===== config.mk =====
export PLATFORM = sky130hd
export DESIGN_NAME = flash_cmd_decoder
export DESIGN_NICKNAME = d
export VERILOG_FILES = /design/src/rtl/flash_cmd_pkg.sv /design/src/rtl/flash_seq_fsm.sv /design/src/rtl/flash_mode_regs.sv /design/src/rtl/flash_id_readmux.sv /design/src/rtl/flash_prog_stage.sv /design/src/rtl/flash_cmd_decoder.sv
export SDC_FILE = /design/constraint.sdc
export NUM_CORES = 1
export LEC_CHECK = 0
export BUFFER_PORTS_ARGS = -buffer_cell sky130_fd_sc_hd__buf_4
export CELL_PAD_IN_SITES_DETAIL_PLACEMENT = 1
export CELL_PAD_IN_SITES_GLOBAL_PLACEMENT = 1
export CORE_MARGIN = 3
export CORE_UTILIZATION = 32
export CTS_BUF_LIST = sky130_fd_sc_hd__clkbuf_8
export CTS_CLUSTER_SIZE = 12
export DETAILED_ROUTE_END_ITERATION = 8
export PLACE_DENSITY_LB_ADDON = 0.3
export SYNTH_ARGS = -nofsm -noshare
export SYNTH_HDL_FRONTEND = slang
export SYNTH_HIERARCHICAL = 1
export SYNTH_SLANG_ARGS = --single-unit

===== constraint.sdc =====
create_clock -name clk -period 2.6 [get_ports clk]
set_input_delay 0.65 -clock clk [delete_from_list [all_inputs] [get_ports clk]]
set_output_delay 0.65 -clock clk [all_outputs]
set_load 0.01 [all_outputs]

===== src/rtl/flash_cmd_pkg.sv =====
package flash_cmd_pkg;
  typedef enum logic [1:0] {
    ST_READ  = 2'd0,
    ST_UNL1  = 2'd1,
    ST_UNL2  = 2'd2,
    ST_SETUP = 2'd3
  } seq_st_t;

  localparam int CMD_OFS_W = 11;
  localparam logic [CMD_OFS_W-1:0] OFS_FIRST  = 11'h555;
  localparam logic [CMD_OFS_W-1:0] OFS_SECOND = 11'h2AA;

  localparam logic [7:0] BYTE_UNLK_A  = 8'hAA;
  localparam logic [7:0] BYTE_UNLK_B  = 8'h55;
  localparam logic [7:0] BYTE_PROG    = 8'hA0;
  localparam logic [7:0] BYTE_IDENT   = 8'h90;
  localparam logic [7:0] BYTE_RESET   = 8'hF0;
  localparam logic [7:0] BYTE_SEC_ON  = 8'h88;
  localparam logic [7:0] BYTE_SEC_OFF = 8'h8C;

  localparam int ID_OFS_W = 8;
endpackage


===== src/rtl/flash_seq_fsm.sv =====
module flash_seq_fsm
  import flash_cmd_pkg::*;
#(
  parameter int ADDR_W = 16,
  parameter int DATA_W = 8
) (
  input  logic              clk,
  input  logic              rst_n,
  input  logic              wr_fire,
  input  logic [ADDR_W-1:0] wr_addr,
  input  logic [DATA_W-1:0] wr_data,
  output logic              cmd_ident,
  output logic              cmd_reset,
  output logic              cmd_sec_on,
  output logic              cmd_sec_off,
  output logic              cmd_prog,
  output logic              in_setup
);
  seq_st_t st, st_nxt;
  logic [7:0]           cbyte;
  logic [CMD_OFS_W-1:0] ofs;

  assign cbyte    = wr_data[7:0];
  assign ofs      = wr_addr[CMD_OFS_W-1:0];
  assign in_setup = (st == ST_SETUP);

  always_comb begin
    st_nxt      = st;
    cmd_ident   = 1'b0;
    cmd_reset   = 1'b0;
    cmd_sec_on  = 1'b0;
    cmd_sec_off = 1'b0;
    cmd_prog    = 1'b0;
    if (wr_fire) begin
      if (st == ST_SETUP) begin
        cmd_prog = 1'b1;
        st_nxt   = ST_READ;
      end else if (cbyte == BYTE_RESET) begin
        cmd_reset = 1'b1;
        st_nxt    = ST_READ;
      end else begin
        case (st)
          ST_READ: st_nxt = (cbyte == BYTE_UNLK_A && ofs == OFS_FIRST) ? ST_UNL1 : ST_READ;
          ST_UNL1: st_nxt = (cbyte == BYTE_UNLK_B && ofs == OFS_SECOND) ? ST_UNL2 : ST_READ;
          ST_UNL2: begin
            st_nxt = ST_READ;
            if (ofs == OFS_FIRST) begin
              case (cbyte)
                BYTE_PROG:    st_nxt = ST_SETUP;
                BYTE_IDENT:   cmd_ident = 1'b1;
                BYTE_SEC_ON:  cmd_sec_on = 1'b1;
                BYTE_SEC_OFF: cmd_sec_off = 1'b1;
                default:      st_nxt = ST_READ;
              endcase
            end
          end
          default: st_nxt = ST_READ;
        endcase
      end
    end
  end

  always_ff @(posedge clk) begin
    if (!rst_n) st <= ST_READ;
    else        st <= st_nxt;
  end
endmodule


===== src/rtl/flash_mode_regs.sv =====
module flash_mode_regs (
  input  logic clk,
  input  logic rst_n,
  input  logic cmd_ident,
  input  logic cmd_reset,
  input  logic cmd_sec_on,
  input  logic cmd_sec_off,
  input  logic wr_bank,
  output logic id_en,
  output logic id_bank,
  output logic sec_en
);
  always_ff @(posedge clk) begin
    if (!rst_n) begin
      id_en   <= 1'b0;
      id_bank <= 1'b0;
    end else if (cmd_reset) begin
      id_en <= 1'b0;
    end else if (cmd_ident) begin
      id_en   <= 1'b1;
      id_bank <= wr_bank;
    end
  end

  always_ff @(posedge clk) begin
    if (!rst_n)           sec_en <= 1'b0;
    else if (cmd_sec_on)  sec_en <= 1'b1;
    else if (cmd_sec_off) sec_en <= 1'b0;
  end
endmodule


===== src/rtl/flash_id_readmux.sv =====
module flash_id_readmux
  import flash_cmd_pkg::*;
#(
  parameter int          ADDR_W  = 16,
  parameter int          DATA_W  = 8,
  parameter logic [7:0]  MFR_ID  = 8'h01,
  parameter logic [7:0]  DEV_ID0 = 8'h7E,
  parameter logic [7:0]  DEV_ID1 = 8'h21,
  parameter logic [7:0]  DEV_ID2 = 8'h02
) (
  input  logic [ADDR_W-1:0] rd_addr,
  input  logic [DATA_W-1:0] arr_rdata,
  input  logic              id_en,
  input  logic              id_bank,
  output logic [DATA_W-1:0] rd_data
);
  logic [7:0]          code8;
  logic [DATA_W-1:0]   code;
  logic                hit;

  always_comb begin
    case (rd_addr[ID_OFS_W-1:0])
      8'h00:   code8 = MFR_ID;
      8'h01:   code8 = DEV_ID0;
      8'h0E:   code8 = DEV_ID1;
      8'h0F:   code8 = DEV_ID2;
      default: code8 = 8'h00;
    endcase
  end

  generate
    if (DATA_W > 8) begin : g_wide
      assign code = {{(DATA_W-8){1'b0}}, code8};
    end else begin : g_byte
      assign code = code8[DATA_W-1:0];
    end
  endgenerate

  assign hit     = id_en && (rd_addr[ADDR_W-1] == id_bank);
  assign rd_data = hit ? code : arr_rdata;
endmodule


===== src/rtl/flash_prog_stage.sv =====
module flash_prog_stage #(
  parameter int ADDR_W = 16,
  parameter int DATA_W = 8
) (
  input  logic              clk,
  input  logic              rst_n,
  input  logic              cmd_prog,
  input  logic [ADDR_W-1:0] wr_addr,
  input  logic [DATA_W-1:0] wr_data,
  output logic              prog_valid,
  input  logic              prog_ready,
  output logic [ADDR_W-1:0] prog_addr,
  output logic [DATA_W-1:0] prog_data
);
  always_ff @(posedge clk) begin
    if (!rst_n) begin
      prog_valid <= 1'b0;
      prog_addr  <= '0;
      prog_data  <= '0;
    end else if (cmd_prog) begin
      prog_valid <= 1'b1;
      prog_addr  <= wr_addr;
      prog_data  <= wr_data;
    end else if (prog_valid && prog_ready) begin
      prog_valid <= 1'b0;
    end
  end
endmodule


===== src/rtl/flash_cmd_decoder.sv =====
module flash_cmd_decoder #(
  parameter int         ADDR_W  = 16,
  parameter int         DATA_W  = 8,
  parameter logic [7:0] MFR_ID  = 8'h01,
  parameter logic [7:0] DEV_ID0 = 8'h7E,
  parameter logic [7:0] DEV_ID1 = 8'h21,
  parameter logic [7:0] DEV_ID2 = 8'h02
) (
  input  logic              clk,
  input  logic              rst_n,
  input  logic              wr_valid,
  output logic              wr_ready,
  input  logic [ADDR_W-1:0] wr_addr,
  input  logic [DATA_W-1:0] wr_data,
  input  logic [ADDR_W-1:0] rd_addr,
  output logic [DATA_W-1:0] rd_data,
  output logic [ADDR_W-1:0] arr_addr,
  input  logic [DATA_W-1:0] arr_rdata,
  output logic              prog_valid,
  input  logic              prog_ready,
  output logic [ADDR_W-1:0] prog_addr,
  output logic [DATA_W-1:0] prog_data,
  output logic              id_active,
  output logic              sec_en
);
  logic wr_fire;
  logic cmd_ident, cmd_reset, cmd_sec_on, cmd_sec_off, cmd_prog;
  logic setup_armed;
  logic id_bank;

  assign wr_ready = !prog_valid;
  assign wr_fire  = wr_valid && wr_ready;
  assign arr_addr = rd_addr;

  flash_seq_fsm #(.ADDR_W(ADDR_W), .DATA_W(DATA_W)) u_fsm (
    .clk(clk), .rst_n(rst_n), .wr_fire(wr_fire),
    .wr_addr(wr_addr), .wr_data(wr_data),
    .cmd_ident(cmd_ident), .cmd_reset(cmd_reset),
    .cmd_sec_on(cmd_sec_on), .cmd_sec_off(cmd_sec_off),
    .cmd_prog(cmd_prog), .in_setup(setup_armed)
  );

  flash_mode_regs u_mode (
    .clk(clk), .rst_n(rst_n),
    .cmd_ident(cmd_ident), .cmd_reset(cmd_reset),
    .cmd_sec_on(cmd_sec_on), .cmd_sec_off(cmd_sec_off),
    .wr_bank(wr_addr[ADDR_W-1]),
    .id_en(id_active), .id_bank(id_bank), .sec_en(sec_en)
  );

  flash_id_readmux #(
    .ADDR_W(ADDR_W), .DATA_W(DATA_W), .MFR_ID(MFR_ID),
    .DEV_ID0(DEV_ID0), .DEV_ID1(DEV_ID1), .DEV_ID2(DEV_ID2)
  ) u_rd (
    .rd_addr(rd_addr), .arr_rdata(arr_rdata),
    .id_en(id_active), .id_bank(id_bank), .rd_data(rd_data)
  );

  flash_prog_stage #(.ADDR_W(ADDR_W), .DATA_W(DATA_W)) u_prog (
    .clk(clk), .rst_n(rst_n), .cmd_prog(cmd_prog),
    .wr_addr(wr_addr), .wr_data(wr_data),
    .prog_valid(prog_valid), .prog_ready(prog_ready),
    .prog_addr(prog_addr), .prog_data(prog_data)
  );
endmodule


### Word-level counts from Yosys, hierarchy flattened

Cells that the tools add are included.

* flip-flop bits (word level): 30
* output and inout bits: 52

* reductions and logical operators: 12
* mux-type cells: 36
* eq/ne operators: 16
* bitwise gates (word level): 2

Operators with widths (number)
* 8-bit equality test (second input constant): 6
* 1-bit two-way mux: 28
* 7-bit case mux with 4 select lines: 1
* 8-bit by 4-bit equality test with 1-bit output (second input constant): 2
* 11-bit by 10-bit equality test with 1-bit output (second input constant): 1
* 11-bit equality test (second input constant): 1
* 2-bit two-way mux: 5
* 8-bit by 1-bit equality test with 1-bit output (second input constant): 1
* 8-bit by 7-bit equality test with 1-bit output (second input constant): 1
* 8-bit zero test: 1
* 8-bit two-way mux: 1
* 2-bit case mux with 3 select lines: 1
* 1-bit logical AND: 5
* 2-bit equality test (second input constant): 2
* 2-bit nonzero test: 2
* 2-bit by 1-bit equality test with 1-bit output (second input constant): 1
* 2-bit zero test: 1
* 1-bit NOT: 2
* 2-bit AND reduction: 1
* 2-bit OR reduction: 1
* 1-bit equality test: 1
* 1-bit zero test: 1

### Depth between registers and ports, before layout

Gate-level depths: netlist (run 1).

* depth in word-level cells: 9
* depth in mapped cells: 6
* gate-level depth less buffers: 6

### Modules after synthesis

The synthesis (run 1) kept the hierarchy.

Modules (own cells, without submodules)
* flash_prog_stage: area an instance 963.4 um^2, cells each 80, instances 1
* flash_seq_fsm: area an instance 350.3 um^2, cells each 40, instances 1
* flash_id_readmux: area an instance 178.9 um^2, cells each 22, instances 1
* flash_cmd_decoder: area an instance 130.1 um^2, cells each 18, instances 1
* flash_mode_regs: area an instance 116.4 um^2, cells each 11, instances 1

### Least setup slack after synthesis (run 1)

Ideal clock, no wire load.

* path kind: input-to-output
* start: in rd_addr[5]
* end: out rd_data[0]
* cell stages on the path: 3
* slack: 0.241 ns
* data arrival time: 1.709 ns
* path through: or4_4 a21o_1 o31ai_1

* cells in the longest elaborated chain, start to end: 3
* elaborated cells between the ends (all ways): 6

Ends and longest elaborated chain
* start, declared: RTL line flash_cmd_decoder.sv:15 `input logic [ADDR_W-1:0] rd_addr,`
* 8-bit by 4-bit equality test with 1-bit output (tied with other cells): RTL line flash_id_readmux.sv:22 `case (rd_addr[ID_OFS_W-1:0])`
* 7-bit case mux with 4 select lines (*): RTL line flash_id_readmux.sv:22
* 8-bit two-way mux (*): RTL line flash_id_readmux.sv:40 `assign rd_data = hit ? code : arr_rdata;`
* end, declared: RTL line flash_cmd_decoder.sv:16 `output logic [DATA_W-1:0] rd_data,`

Every way passes the cells marked *; elsewhere a longest branch is shown, timed or not.

### Worst setup path after layout (run 1)

* start: in rd_addr[6]
* end: out rd_data[4]

The elaborated chain is that of the path after synthesis.

==> tab_implementation.tex, run 1 <==
\begin{tabular}{lr}
\hline
Metric & Value \\
\hline
\multicolumn{2}{l}{\textbf{Power and ir drop}} \\
\quad Leakage & 0.989 nW \\
\quad Combinational fraction of design power & 0.146 \\
\quad Net switching share of the total power & 0.222 \\
\quad Part of the power in registers & 0.479 \\
\quad Psw & 0.000213 W \\
\quad Peak supply drop & 0.234 mV \\
\quad Part of the power in the clock network & 0.374 \\
\quad Design internal power & 0.000747 W \\
\quad P per Cell Area & 396 mW/mm2 \\
\multicolumn{2}{l}{\textbf{Critical path}} \\
\quad Crit Path Max Fanout & 4 \\
\quad Arrival @ worst endpoint & 1900 ps \\
\quad Worst-case reg-to-reg path depth & 6 \\
\quad Type of the setup path with the least slack & in -> out \\
\quad CP Launch Type & input pin \\
\quad Kind of end point of the critical path & primary output \\
\quad Required time reported for the critical path endpoint & 1950 ps \\
\multicolumn{2}{l}{\textbf{Finish}} \\
\quad Share of the core filled with cells in the final layout & 0.468 \\
\quad Flip-flop and latch area & 601 um2 \\
\quad Post-layout net count & 299 \\
\quad Fraction of final layout cells sized beyond drive strength 1 & 0.443 \\
\quad Count of fill cells added during filler insertion & 607 \\
\quad Multi-input combinational cell area & 942 um2 \\
\quad Finished layout cell area & 0.00242 mm2 \\
\quad Synthesis-to-layout area growth & 39.8\% \\
\quad Antenna cell count & 0 \\
\multicolumn{2}{l}{\textbf{Timing}} \\
\quad Number of endpoints failing setup at the final stage & 0 \\
\quad Clock skew after layout & 2.71 ps \\
\quad Max Slew Vio Count & 0 \\
\quad Post-layout worst setup margin & 49.8 ps \\
\quad Tcrit/Tclk final & 0.981 \\
\quad Worst slew pin tran & 495 ps \\
\quad Fin. Hold Viols & 0 \\
\quad Fmax achieved & 392 MHz \\
\quad Post-route minimum period & 2550 ps \\
\quad Unrepaired setup endpoints after global routing & true \\
\quad Worst hold slack across all endpoints & 504 ps \\
\quad Relative slew margins & 0.665 \\
\multicolumn{2}{l}{\textbf{GRT}} \\
\quad Maximum number of pins on one net before global-route repair & 33 \\
\quad First-pass GRT wire length & 7.45 mm \\
\quad Antenna violations before repair & 0 \\
\quad Combined global-route utilization of all metal layers & 0.146 \\
\quad Total congestion overflow & 0 \\
\quad Number of global-route vias before repair & 1569 \\
\multicolumn{2}{l}{\textbf{CTS}} \\
\quad TritonCTS clock tree & yes \\
\quad Register clock-pin slew on the reported worst setup and hold paths & 60 ps \\
\quad Root cell of the clock tree & sky130\_fd\_sc\_hd\_\_clkbuf\_8 \\
\quad Count of instances resized after the clock tree is built & 0 \\
\quad Total CTS buffers & 5 \\
\quad CTS H-Tree Depth & 2 \\
\quad Post-CTS Setup Bufs & 0 \\
\quad Worst-Skew Late Latency & 270 ps \\
\quad Clock Sink Count & 30 \\
\quad Worst-case clock buffer depth & 2 \\
\quad Number of buffers inserted for hold repair after clock tree synthesis & 0 \\
\multicolumn{2}{l}{\textbf{Placed design}} \\
\quad DP HPWL & 3.57 mm \\
\quad Final weighted congestion in routability-driven placement & 0.765 \\
\quad Instance area at placement & 0.00232 mm2 \\
\quad Number of I/O port buffers & 89 \\
\quad Worst Setup Slack post-DPL & 35.8 ps \\
\multicolumn{2}{l}{\textbf{Min path}} \\
\quad Worst hold stages & 2 \\
\quad Min-Delay Path Class & reg -> reg \\
\multicolumn{2}{l}{\textbf{Logic synthesis}} \\
\quad Synth Net Count & 222 \\
\quad Post-Synthesis Cell Area & 0.00173 mm2 \\
\quad Mapped Cells & 170 \\
\quad Synth warnings & 6 \\
\quad Syn\_area\_per\_cell & 10.2 um2 \\
\multicolumn{2}{l}{\textbf{Die}} \\
\quad Initial core utilization & 0.335 \\
\quad Height of the die & 79.6 um \\
\quad \# IOs & 104 \\
\quad Number of placement rows & 26 \\
\quad Area of the die & 0.00633 mm2 \\
\quad DIE WIDTH & 79.6 um \\
\quad Area inside the core boundary & 0.00517 mm2 \\
\multicolumn{2}{l}{\textbf{Routing}} \\
\quad Number of routed nets with antenna violations & 0 \\
\quad Routed length per instance & 14.5 um \\
\quad Number of detailed-routing iterations run before antenna repair & 3 \\
\quad Detailed-route DRC error count & 0 \\
\quad Violation count after the first detailed-route iteration & 30 \\
\quad Final Routed Wirelength & 4.59 mm \\
\quad Via count & 1532 \\
\quad Via density per instance & 4.85 \\
\multicolumn{2}{l}{\textbf{Flow run}} \\
\quad Reported max-cap violation count & 0 \\
\multicolumn{2}{l}{\textbf{Run status}} \\
\quad Result of the run & finished clean \\
\hline
\end{tabular}
## path summary, 6_finish.rpt
kind	startpoint	end	slack [ps]
max	rd_addr[6]	rd_data[4]	50
min	u_mode/id_bank$_SDFFE_PN0P_	u_mode/id_bank$_SDFFE_PN0P_	500
max reg2reg	u_fsm/st[0]$_SDFFE_PN0P_	u_mode/id_bank$_SDFFE_PN0P_	630
min reg2reg	u_mode/id_bank$_SDFFE_PN0P_	u_mode/id_bank$_SDFFE_PN0P_	500
## layout by cell type (no fill, tap or decap), types with 3 or more instances in the layout
master                     count
sky130_fd_sc_hd__clkbuf_8      6
sky130_fd_sc_hd__buf_4        87
sky130_fd_sc_hd__nand4b_1      3
sky130_fd_sc_hd__nand2_1       7
sky130_fd_sc_hd__mux2i_1      25
sky130_fd_sc_hd__a21o_1        5
sky130_fd_sc_hd__inv_1         3
sky130_fd_sc_hd__buf_6         4
sky130_fd_sc_hd__nor2b_1      27
sky130_fd_sc_hd__nor4bb_1      3
sky130_fd_sc_hd__dfxtp_1      30
sky130_fd_sc_hd__nor2_1        4
## power groups by stage
stage | combinational, W | sequential (W) | clock, W
CTS | 0.000140 | 0.000460 | 0.000381
finish | 0.000140 | 0.000460 | 0.000359
global placement | 0.000139 | 0.000470 | 0
global route | 0.000154 | 0.000459 | 0.000408
floorplan | 0.0000640 | 0.000470 | 0
detailed placement | 0.000140 | 0.000470 | 0
## critical path: stages
cell                     delay [ps]
sky130_fd_sc_hd__buf_6           90
sky130_fd_sc_hd__or4_4          560
sky130_fd_sc_hd__nor4_4         350
sky130_fd_sc_hd__a21o_1         150
sky130_fd_sc_hd__buf_6          100
## sequential cells by signal, indices dropped and copies added (netlist names)
signal and cells:
u_mode/id_bank 1, u_mode/id_en 1, u_mode/sec_en 1, u_prog/prog_valid 1
u_prog/prog_data 8, u_fsm/st 2, u_prog/prog_addr 16
## through the flow
step	instances	total power [W]	setup TNS (ps)
2_1_floorplan	170	0.000534	0
3_3_place_gp	310	0.000608	0
3_5_place_dp	310	0.000610	0
4_1_cts	316	0.000981	0
5_1_grt	316	0.00102	-84.1
6_report	316	0.000960	0
## final cells by class
cell class	instances	area share
multi-input combinational	116	0.389
timing repair buffer	91	0.288
tap	70	0.0362
clock buffer	6	0.0341
sequential	30	0.248
inverter	3	0.00465
## routing by layer
layer / global-route usage / wire length [um] / vias up
li1: - / - / 745
met1: 0.172 / 1890 / 717
met2: 0.240 / 2150 / 66
met3: 0.0711 / 521 / 4
met4: 0.0309 / 29 / 0
met5: 0 / 0 / -
Power figures use the tool's default switching activity.
==> run 2: changes to the inputs <==
CAP_MARGIN = 20   (was not set)
PLACE_DENSITY_LB_ADDON = 0.1   (was 0.3)
RECOVER_POWER = 100   (was not set)
==> tab_implementation.tex, run 2 (synthesis gave the netlist of run 1 again) <==
\begin{tabular}{lr}
\hline
Metric & Value \\
\hline
\multicolumn{2}{l}{\textbf{Die}} \\
\quad Area inside the core boundary & 0.00517 mm2 \\
\quad DIE WIDTH & 79.6 um \\
\quad Number of placement rows & 26 \\
\quad \# IOs & 104 \\
\quad Height of the die & 79.6 um \\
\quad Area of the die & 0.00633 mm2 \\
\quad Initial core utilization & 0.335 \\
\multicolumn{2}{l}{\textbf{Finish}} \\
\quad Post-layout net count & 299 \\
\quad Finished Layout Cells & 317 \\
\quad Fraction of final layout cells sized beyond drive strength 1 & 0.255 \\
\quad Count of fill cells added during filler insertion & 615 \\
\quad Largest registers in the final layout & u\_prog/prog\_addr: 16 flops, u\_prog/prog\_data: 8 flops, u\_fsm/st: 2 flops \\
\quad Synthesis-to-layout area growth & 28.2\% \\
\quad Commonest non-fill, non-tap cell in the layout & sky130\_fd\_sc\_hd\_\_buf\_4 \\
\quad Max FFs per register & 16 \\
\quad Register with the most flip-flops & u\_prog/prog\_addr \\
\quad Leading cell types in the layout, fill and taps excluded & sky130\_fd\_sc\_hd\_\_buf\_4, sky130\_fd\_sc\_hd\_\_clkbuf\_1, sky130\_fd\_sc\_hd\_\_dfxtp\_1 \\
\quad Antenna cell count & 0 \\
\multicolumn{2}{l}{\textbf{GRT}} \\
\quad Antenna violations before repair & 0 \\
\quad First-pass GRT wire length & 7.17 mm \\
\quad Maximum number of pins on one net before global-route repair & 33 \\
\quad Total congestion overflow & 0 \\
\quad Number of global-route vias before repair & 1436 \\
\quad Combined global-route utilization of all metal layers & 0.140 \\
\multicolumn{2}{l}{\textbf{CTS}} \\
\quad TritonCTS clock tree & yes \\
\quad Clock Sink Count & 30 \\
\quad CTS H-Tree Depth & 2 \\
\quad Total CTS buffers & 5 \\
\quad Worst-Skew Late Latency & 270 ps \\
\quad Root cell of the clock tree & sky130\_fd\_sc\_hd\_\_clkbuf\_8 \\
\quad Post-CTS Setup Bufs & 0 \\
\quad Worst-case clock buffer depth & 2 \\
\quad Number of buffers inserted for hold repair after clock tree synthesis & 0 \\
\quad Register clock-pin slew on the reported worst setup and hold paths & 60 ps \\
\multicolumn{2}{l}{\textbf{Power and ir drop}} \\
\quad P per Cell Area & 416 mW/mm2 \\
\quad Sum of internal, switching and leakage power & 0.000923 W \\
\quad Leakage & 0.804 nW \\
\quad Design internal power & 0.000709 W \\
\quad Combinational fraction of design power & 0.141 \\
\quad Part of the power in registers & 0.498 \\
\quad Psw & 0.000214 W \\
\quad Part of the power in the clock network & 0.362 \\
\quad Peak supply drop & 0.327 mV \\
\quad Net switching share of the total power & 0.232 \\
\multicolumn{2}{l}{\textbf{Timing}} \\
\quad Unrepaired setup endpoints after global routing & false \\
\quad Worst hold slack across all endpoints & 504 ps \\
\quad Clock skew after layout & 1.98 ps \\
\quad Max Slew Vio Count & 0 \\
\quad Total negative slack for setup checks & 0 ps \\
\quad Fmax achieved & 393 MHz \\
\quad Fin. Hold Viols & 0 \\
\quad Number of endpoints failing setup at the final stage & 0 \\
\quad Worst slew pin tran & 646 ps \\
\quad Post-route minimum period & 2540 ps \\
\quad Relative slew margins & 0.569 \\
\quad Tcrit/Tclk final & 0.978 \\
\multicolumn{2}{l}{\textbf{Critical path}} \\
\quad Longest individual stage delay on the worst path & 540 ps \\
\quad Crit Path Max Fanout & 4 \\
\quad Reg2reg start & u\_fsm/st[0]\$\_SDFFE\_PN0P\_ \\
\quad Type of the setup path with the least slack & in -> out \\
\quad Critical Path End & rd\_data[3] \\
\quad Kind of end point of the critical path & primary output \\
\quad Cell type of the slowest stage on the worst timing path & sky130\_fd\_sc\_hd\_\_or4\_4 \\
\quad CP Launch Type & input pin \\
\quad Worst-case reg-to-reg path depth & 6 \\
\quad Chain of cells forming the critical path & buf\_4, or4\_4, nor4\_4, a21o\_1, buf\_6 \\
\quad Required time reported for the critical path endpoint & 1950 ps \\
\quad Endpoint of the most critical register-to-register path & u\_mode/id\_bank\$\_SDFFE\_PN0P\_ \\
\quad Internal reg-to-reg setup slack & 420 ps \\
\quad Arrival @ worst endpoint & 1890 ps \\
\quad Launch point of the critical path & rd\_addr[4] \\
\multicolumn{2}{l}{\textbf{Routing}} \\
\quad Number of detailed-routing iterations run before antenna repair & 4 \\
\quad Final Routed Wirelength & 4.57 mm \\
\quad Via density per instance & 4.74 \\
\quad Detailed-route DRC error count & 0 \\
\quad Via count & 1503 \\
\quad Violation count after the first detailed-route iteration & 39 \\
\quad Number of routed nets with antenna violations & 0 \\
\quad Routed length per instance & 14.4 um \\
\multicolumn{2}{l}{\textbf{Placed design}} \\
\quad DP HPWL & 3.64 mm \\
\quad Number of I/O port buffers & 89 \\
\quad Final weighted congestion in routability-driven placement & 0.675 \\
\quad Number of placed instances, taps included & 310 \\
\multicolumn{2}{l}{\textbf{Flow run}} \\
\quad Reported max-cap violation count & 0 \\
\multicolumn{2}{l}{\textbf{Min path}} \\
\quad Min-Delay Path Class & reg -> reg \\
\multicolumn{2}{l}{\textbf{Run status}} \\
\quad Result of the run & finished clean \\
\hline
\end{tabular}
run 2: changes by cell type in the layout (fill, tap and decap cells not counted), moves of 2 or more:
| cell | delta |
|---|---|
| sky130_fd_sc_hd__buf_6 | -2 |
| sky130_fd_sc_hd__clkbuf_1 | +42 |
| sky130_fd_sc_hd__buf_4 | -42 |
| sky130_fd_sc_hd__inv_1 | +2 |
run 2: layer usage:
layer / track usage / share of wire / routed length [um]
met1: 0.182 / 0.42 / 1930
met2: 0.226 / 0.49 / 2240
met3: 0.0485 / 0.083 / 380
met4: 0.0258 / 0.0042 / 19
met5: 0 / 0 / 0
run 2: power groups by stage:
stage	clock network, W	logic [W]	registers, W
2_1_floorplan	0	0.0000640	0.000470
3_3_place_gp	0	0.000140	0.000470
3_5_place_dp	0	0.000140	0.000470
4_1_cts	0.000348	0.000141	0.000459
5_1_grt	0.000375	0.000142	0.000459
6_report	0.000334	0.000130	0.000460
run 2: worst max-delay path: cells and delay by family:
family / cells / cell delay, ps
buffers and inverters: 2 / 210
AND/OR/NAND/NOR: 2 / 880
AO/OA/AOI/OAI: 1 / 150
run 2: area by class of cell:
cell class | count | area, um2 | share of cell area
Tap cell | 70 | 87.6 | 0.0394
Clock inverter | 2 | 7.51 | 0.00338
Inverter | 3 | 11.3 | 0.00507
Multi-Input combinational cell | 116 | 916 | 0.412
Clock buffer | 5 | 68.8 | 0.0310
Timing Repair Buffer | 91 | 531 | 0.239
Sequential cell | 30 | 601 | 0.270
run 2: worst min path at each step:
| stage | from | end | slack (ps) | cells past startpoint |
|---|---|---|---|---|
| floorplan | u_mode/id_bank$_SDFFE_PN0P_ | u_mode/id_bank$_SDFFE_PN0P_ | 470 | 2 |
| detailed placement | u_mode/id_bank$_SDFFE_PN0P_ | u_mode/id_bank$_SDFFE_PN0P_ | 490 | 2 |
| global route | u_mode/id_bank$_SDFFE_PN0P_ | u_mode/id_bank$_SDFFE_PN0P_ | 530 | 2 |
| CTS | u_mode/id_bank$_SDFFE_PN0P_ | u_mode/id_bank$_SDFFE_PN0P_ | 510 | 2 |
| finish | u_mode/id_bank$_SDFFE_PN0P_ | u_mode/id_bank$_SDFFE_PN0P_ | 500 | 2 |
| global placement | u_mode/id_bank$_SDFFE_PN0P_ | u_mode/id_bank$_SDFFE_PN0P_ | 490 | 2 |
run 2: what timing repair did:
action	in CTS	in global routing
gates resized for setup	0	2
endpoints found under the setup margin	0	4
hold endpoints to repair	0	0
run 2: through the flow:
step	setup slack [ps]	instance area (um2)	utilization
final	58.3	2220	0.430
after global routing	6.76	2220	0.430
after CTS	26.7	2400	0.464
after detailed placement	30.2	2320	0.449
after global placement	56.0	2320	0.449
after floorplan	241	1730	-
==> run 3: changes to the inputs <==
CORE_UTILIZATION = 28   (was 32)
SYNTH_HIERARCHICAL = not set   (was 1)
==> tab_implementation.tex, run 3 <==
\begin{tabular}{lr}
\hline
Metric & Value \\
\hline
\multicolumn{2}{l}{\textbf{Run status}} \\
\quad Result of the run & finished clean \\
\multicolumn{2}{l}{\textbf{Finish}} \\
\quad Count of fill cells added during filler insertion & 655 \\
\quad Synthesis-to-layout area growth & 38.3\% \\
\quad Largest registers in the final layout & u\_prog.prog\_addr: 16 flops, u\_prog.prog\_data: 8 flops, u\_fsm.st: 2 flops \\
\quad Max FFs per register & 16 \\
\quad Register with the most flip-flops & u\_prog.prog\_addr \\
\quad Fraction of final layout cells sized beyond drive strength 1 & 0.247 \\
\quad Multi-input combinational cell area & 758 um2 \\
\quad Finished Layout Cells & 341 \\
\quad Post-layout net count & 322 \\
\quad Antenna cell count & 0 \\
\quad Leading cell types in the layout, fill and taps excluded & sky130\_fd\_sc\_hd\_\_nand2\_1, sky130\_fd\_sc\_hd\_\_buf\_4, sky130\_fd\_sc\_hd\_\_clkbuf\_1 \\
\quad Commonest non-fill, non-tap cell in the layout & sky130\_fd\_sc\_hd\_\_nand2\_1 \\
\quad Flip-flop and latch area & 601 um2 \\
\multicolumn{2}{l}{\textbf{Die}} \\
\quad Area of the die & 0.00636 mm2 \\
\quad DIE WIDTH & 79.8 um \\
\quad Area inside the core boundary & 0.00517 mm2 \\
\quad \# IOs & 104 \\
\quad Initial core utilization & 0.295 \\
\quad Number of placement rows & 26 \\
\quad Height of the die & 79.8 um \\
\multicolumn{2}{l}{\textbf{Timing}} \\
\quad Post-layout worst setup margin & 53.1 ps \\
\quad Post-route minimum period & 2550 ps \\
\quad Fmax achieved & 393 MHz \\
\quad Relative slew margins & 0.426 \\
\quad Worst slew pin tran & 861 ps \\
\quad Tcrit/Tclk final & 0.980 \\
\quad Worst hold slack across all endpoints & 456 ps \\
\quad Total negative slack for setup checks & 0 ps \\
\quad Fin. Hold Viols & 0 \\
\quad Number of endpoints failing setup at the final stage & 0 \\
\quad Max Slew Vio Count & 0 \\
\quad Clock skew after layout & 1.91 ps \\
\multicolumn{2}{l}{\textbf{Critical path}} \\
\quad Internal reg-to-reg setup slack & 510 ps \\
\quad Required time reported for the critical path endpoint & 1950 ps \\
\quad Reg2reg start & u\_prog.prog\_valid\$\_SDFFE\_PN0P\_ \\
\quad Arrival @ worst endpoint & 1900 ps \\
\quad Critical Path End & rd\_data[5] \\
\quad Launch point of the critical path & rd\_addr[0] \\
\quad Crit Path Max Fanout & 5 \\
\quad Type of the setup path with the least slack & in -> out \\
\quad Family with the most delay on the worst path & simple AND/OR/NAND/NOR gates \\
\quad Worst-case reg-to-reg path depth & 6 \\
\quad Longest individual stage delay on the worst path & 570 ps \\
\quad Most repeated library cell on the critical path & sky130\_fd\_sc\_hd\_\_buf\_4 \\
\quad Endpoint of the most critical register-to-register path & u\_prog.prog\_addr[1]\$\_SDFFE\_PN0P\_ \\
\quad Crit path buf inv count & 3 \\
\quad Number of gates on the worst path with buffers counted & 6 \\
\quad Cell type of the slowest stage on the worst timing path & sky130\_fd\_sc\_hd\_\_or4\_1 \\
\quad Chain of cells forming the critical path & buf\_4, inv\_1, or4\_1, nor3\_4, a211o\_1, buf\_4 \\
\quad CP Launch Type & input pin \\
\quad Kind of end point of the critical path & primary output \\
\multicolumn{2}{l}{\textbf{GRT}} \\
\quad First-pass GRT wire length & 7.82 mm \\
\quad Number of global-route vias before repair & 1548 \\
\quad Antenna violations before repair & 0 \\
\quad Total congestion overflow & 0 \\
\quad Maximum number of pins on one net before global-route repair & 20 \\
\quad Combined global-route utilization of all metal layers & 0.157 \\
\multicolumn{2}{l}{\textbf{Power and ir drop}} \\
\quad P per Cell Area & 466 mW/mm2 \\
\quad Peak supply drop & 0.234 mV \\
\quad Leakage & 0.790 nW \\
\quad Sum of internal, switching and leakage power & 0.000982 W \\
\multicolumn{2}{l}{\textbf{Min path}} \\
\quad Min-Delay Path Class & reg -> reg \\
\multicolumn{2}{l}{\textbf{Logic synthesis}} \\
\quad Post-Synthesis Cell Area & 0.00152 mm2 \\
\quad Most frequently used flop master after synthesis & sky130\_fd\_sc\_hd\_\_dfxtp\_1 \\
\quad Top-area cell type share of the netlist area & 0.394 \\
\quad Synth warnings & 0 \\
\quad Syn\_area\_per\_cell & 7.90 um2 \\
\quad Post-synthesis async set-or-reset flop share & 0 \\
\quad Number of synthesized flops with an enable pin & 0 \\
\quad Cell types with the largest area share after synthesis & sky130\_fd\_sc\_hd\_\_dfxtp\_1, sky130\_fd\_sc\_hd\_\_nand2\_1, sky130\_fd\_sc\_hd\_\_a21oi\_1 \\
\quad Ranking of synthesized cells by instance count & sky130\_fd\_sc\_hd\_\_nand2\_1, sky130\_fd\_sc\_hd\_\_dfxtp\_1, sky130\_fd\_sc\_hd\_\_a21oi\_1 \\
\quad Sequential-to-total area share from yosys stat & 0.394 \\
\quad Mapped Cells & 193 \\
\quad Cell with the most instances after synthesis & sky130\_fd\_sc\_hd\_\_nand2\_1 \\
\quad Yosys reg bits & 30 \\
\quad Synth Net Count & 245 \\
\quad Unique cell type count in the Yosys netlist & 41 \\
\quad Library cell with the largest summed area after synthesis & sky130\_fd\_sc\_hd\_\_dfxtp\_1 \\
\multicolumn{2}{l}{\textbf{CTS}} \\
\quad CTS H-Tree Depth & 2 \\
\quad Post-CTS Setup Bufs & 0 \\
\quad Clock Sink Count & 30 \\
\quad Total CTS buffers & 5 \\
\quad Number of buffers inserted for hold repair after clock tree synthesis & 0 \\
\quad Worst-Skew Late Latency & 280 ps \\
\quad Worst-case clock buffer depth & 2 \\
\quad Root cell of the clock tree & sky130\_fd\_sc\_hd\_\_clkbuf\_8 \\
\quad Register clock-pin slew on the reported worst setup and hold paths & 70 ps \\
\quad TritonCTS clock tree & yes \\
\multicolumn{2}{l}{\textbf{Flow run}} \\
\quad Reported max-cap violation count & 0 \\
\multicolumn{2}{l}{\textbf{Routing}} \\
\quad Via density per instance & 4.81 \\
\quad Final Routed Wirelength & 5.00 mm \\
\quad Violation count after the first detailed-route iteration & 57 \\
\quad Number of routed nets with antenna violations & 0 \\
\quad Detailed-route DRC error count & 0 \\
\quad Number of detailed-routing iterations run before antenna repair & 4 \\
\quad Via count & 1639 \\
\quad Routed length per instance & 14.7 um \\
\multicolumn{2}{l}{\textbf{Placed design}} \\
\quad Number of placed instances, taps included & 333 \\
\quad Worst Setup Slack post-DPL & -18.1 ps \\
\quad Final weighted congestion in routability-driven placement & 0.731 \\
\quad Number of I/O port buffers & 89 \\
\quad DP HPWL & 3.86 mm \\
\hline
\end{tabular}
## run 3: kinds of logic after synthesis
kind of cell,synth area share
XOR/XNOR,0.00575
flip-flops,0.394
AO/OA/AOI/OAI,0.173
AND/OR/NAND/NOR,0.304
buffers and inverters,0.113
multiplexers,0.00985
## run 3: layout make-up
class | instances | area share
clock buffers | 6 | 0.0392
inverters | 3 | 0.00534
flip-flops and latches | 30 | 0.285
clock inverters | 2 | 0.00593
well taps | 70 | 0.0415
multi-input cells | 134 | 0.360
repair buffers | 96 | 0.264
## run 3: metrics by stage
stage / util / instance area (um2)
2_1_floorplan: - / 1520
3_3_place_gp: 0.420 / 2170
3_5_place_dp: 0.420 / 2170
4_1_cts: 0.438 / 2270
5_1_grt: 0.408 / 2110
6_report: 0.408 / 2110
## run 3: how the worst min path moves through the flow
stage                     slack, ps                        startpoint  cells after the start                          endpoint
after global placement          450  u_prog.prog_data[1]$_SDFFE_PN0P_                      2  u_prog.prog_data[1]$_SDFFE_PN0P_
final                           460  u_prog.prog_data[4]$_SDFFE_PN0P_                      2  u_prog.prog_data[4]$_SDFFE_PN0P_
after global routing            480  u_prog.prog_addr[5]$_SDFFE_PN0P_                      2  u_prog.prog_addr[5]$_SDFFE_PN0P_
after CTS                       460  u_prog.prog_addr[0]$_SDFFE_PN0P_                      2  u_prog.prog_addr[0]$_SDFFE_PN0P_
after detailed placement        450  u_prog.prog_addr[0]$_SDFFE_PN0P_                      2  u_prog.prog_addr[0]$_SDFFE_PN0P_
after floorplan                 470       u_mode.id_bank$_SDFFE_PN0P_                      2       u_mode.id_bank$_SDFFE_PN0P_
## run 3: where the power goes
group	switching [W]	leakage (nW)	total, W	internal, W
clock	0.000186	0.0472	0.000399	0.000212
combinational	0.0000568	0.501	0.000124	0.0000675
sequential	0.0000000000453	0.241	0.000459	0.000459
total	0.000243	0.790	0.000982	0.000739
## run 3: worst register-to-register path, cell delays in order (launching register included)
cell and delay (ps):
sky130_fd_sc_hd__dfxtp_1 350, sky130_fd_sc_hd__nor2b_1 120, sky130_fd_sc_hd__clkbuf_1 260, sky130_fd_sc_hd__and3_1 320, sky130_fd_sc_hd__clkbuf_1 680, sky130_fd_sc_hd__nand2_1 150, sky130_fd_sc_hd__a21oi_1 150
## run 3: what timing repair did
item                                    in CTS  in global routing
pin swaps                                    0                  1
gates resized for setup                      0                  3
endpoints found under the setup margin       2                  7
## run 3: per-layer routing
| layer | GRT usage | vias to the layer above | part of all wire |
|---|---|---|---|
| li1 | - | 820 | - |
| met1 | 0.198 | 756 | 0.45 |
| met2 | 0.252 | 52 | 0.45 |
| met3 | 0.0564 | 11 | 0.082 |
| met4 | 0.0422 | 0 | 0.011 |
| met5 | 0 | - | 0 |
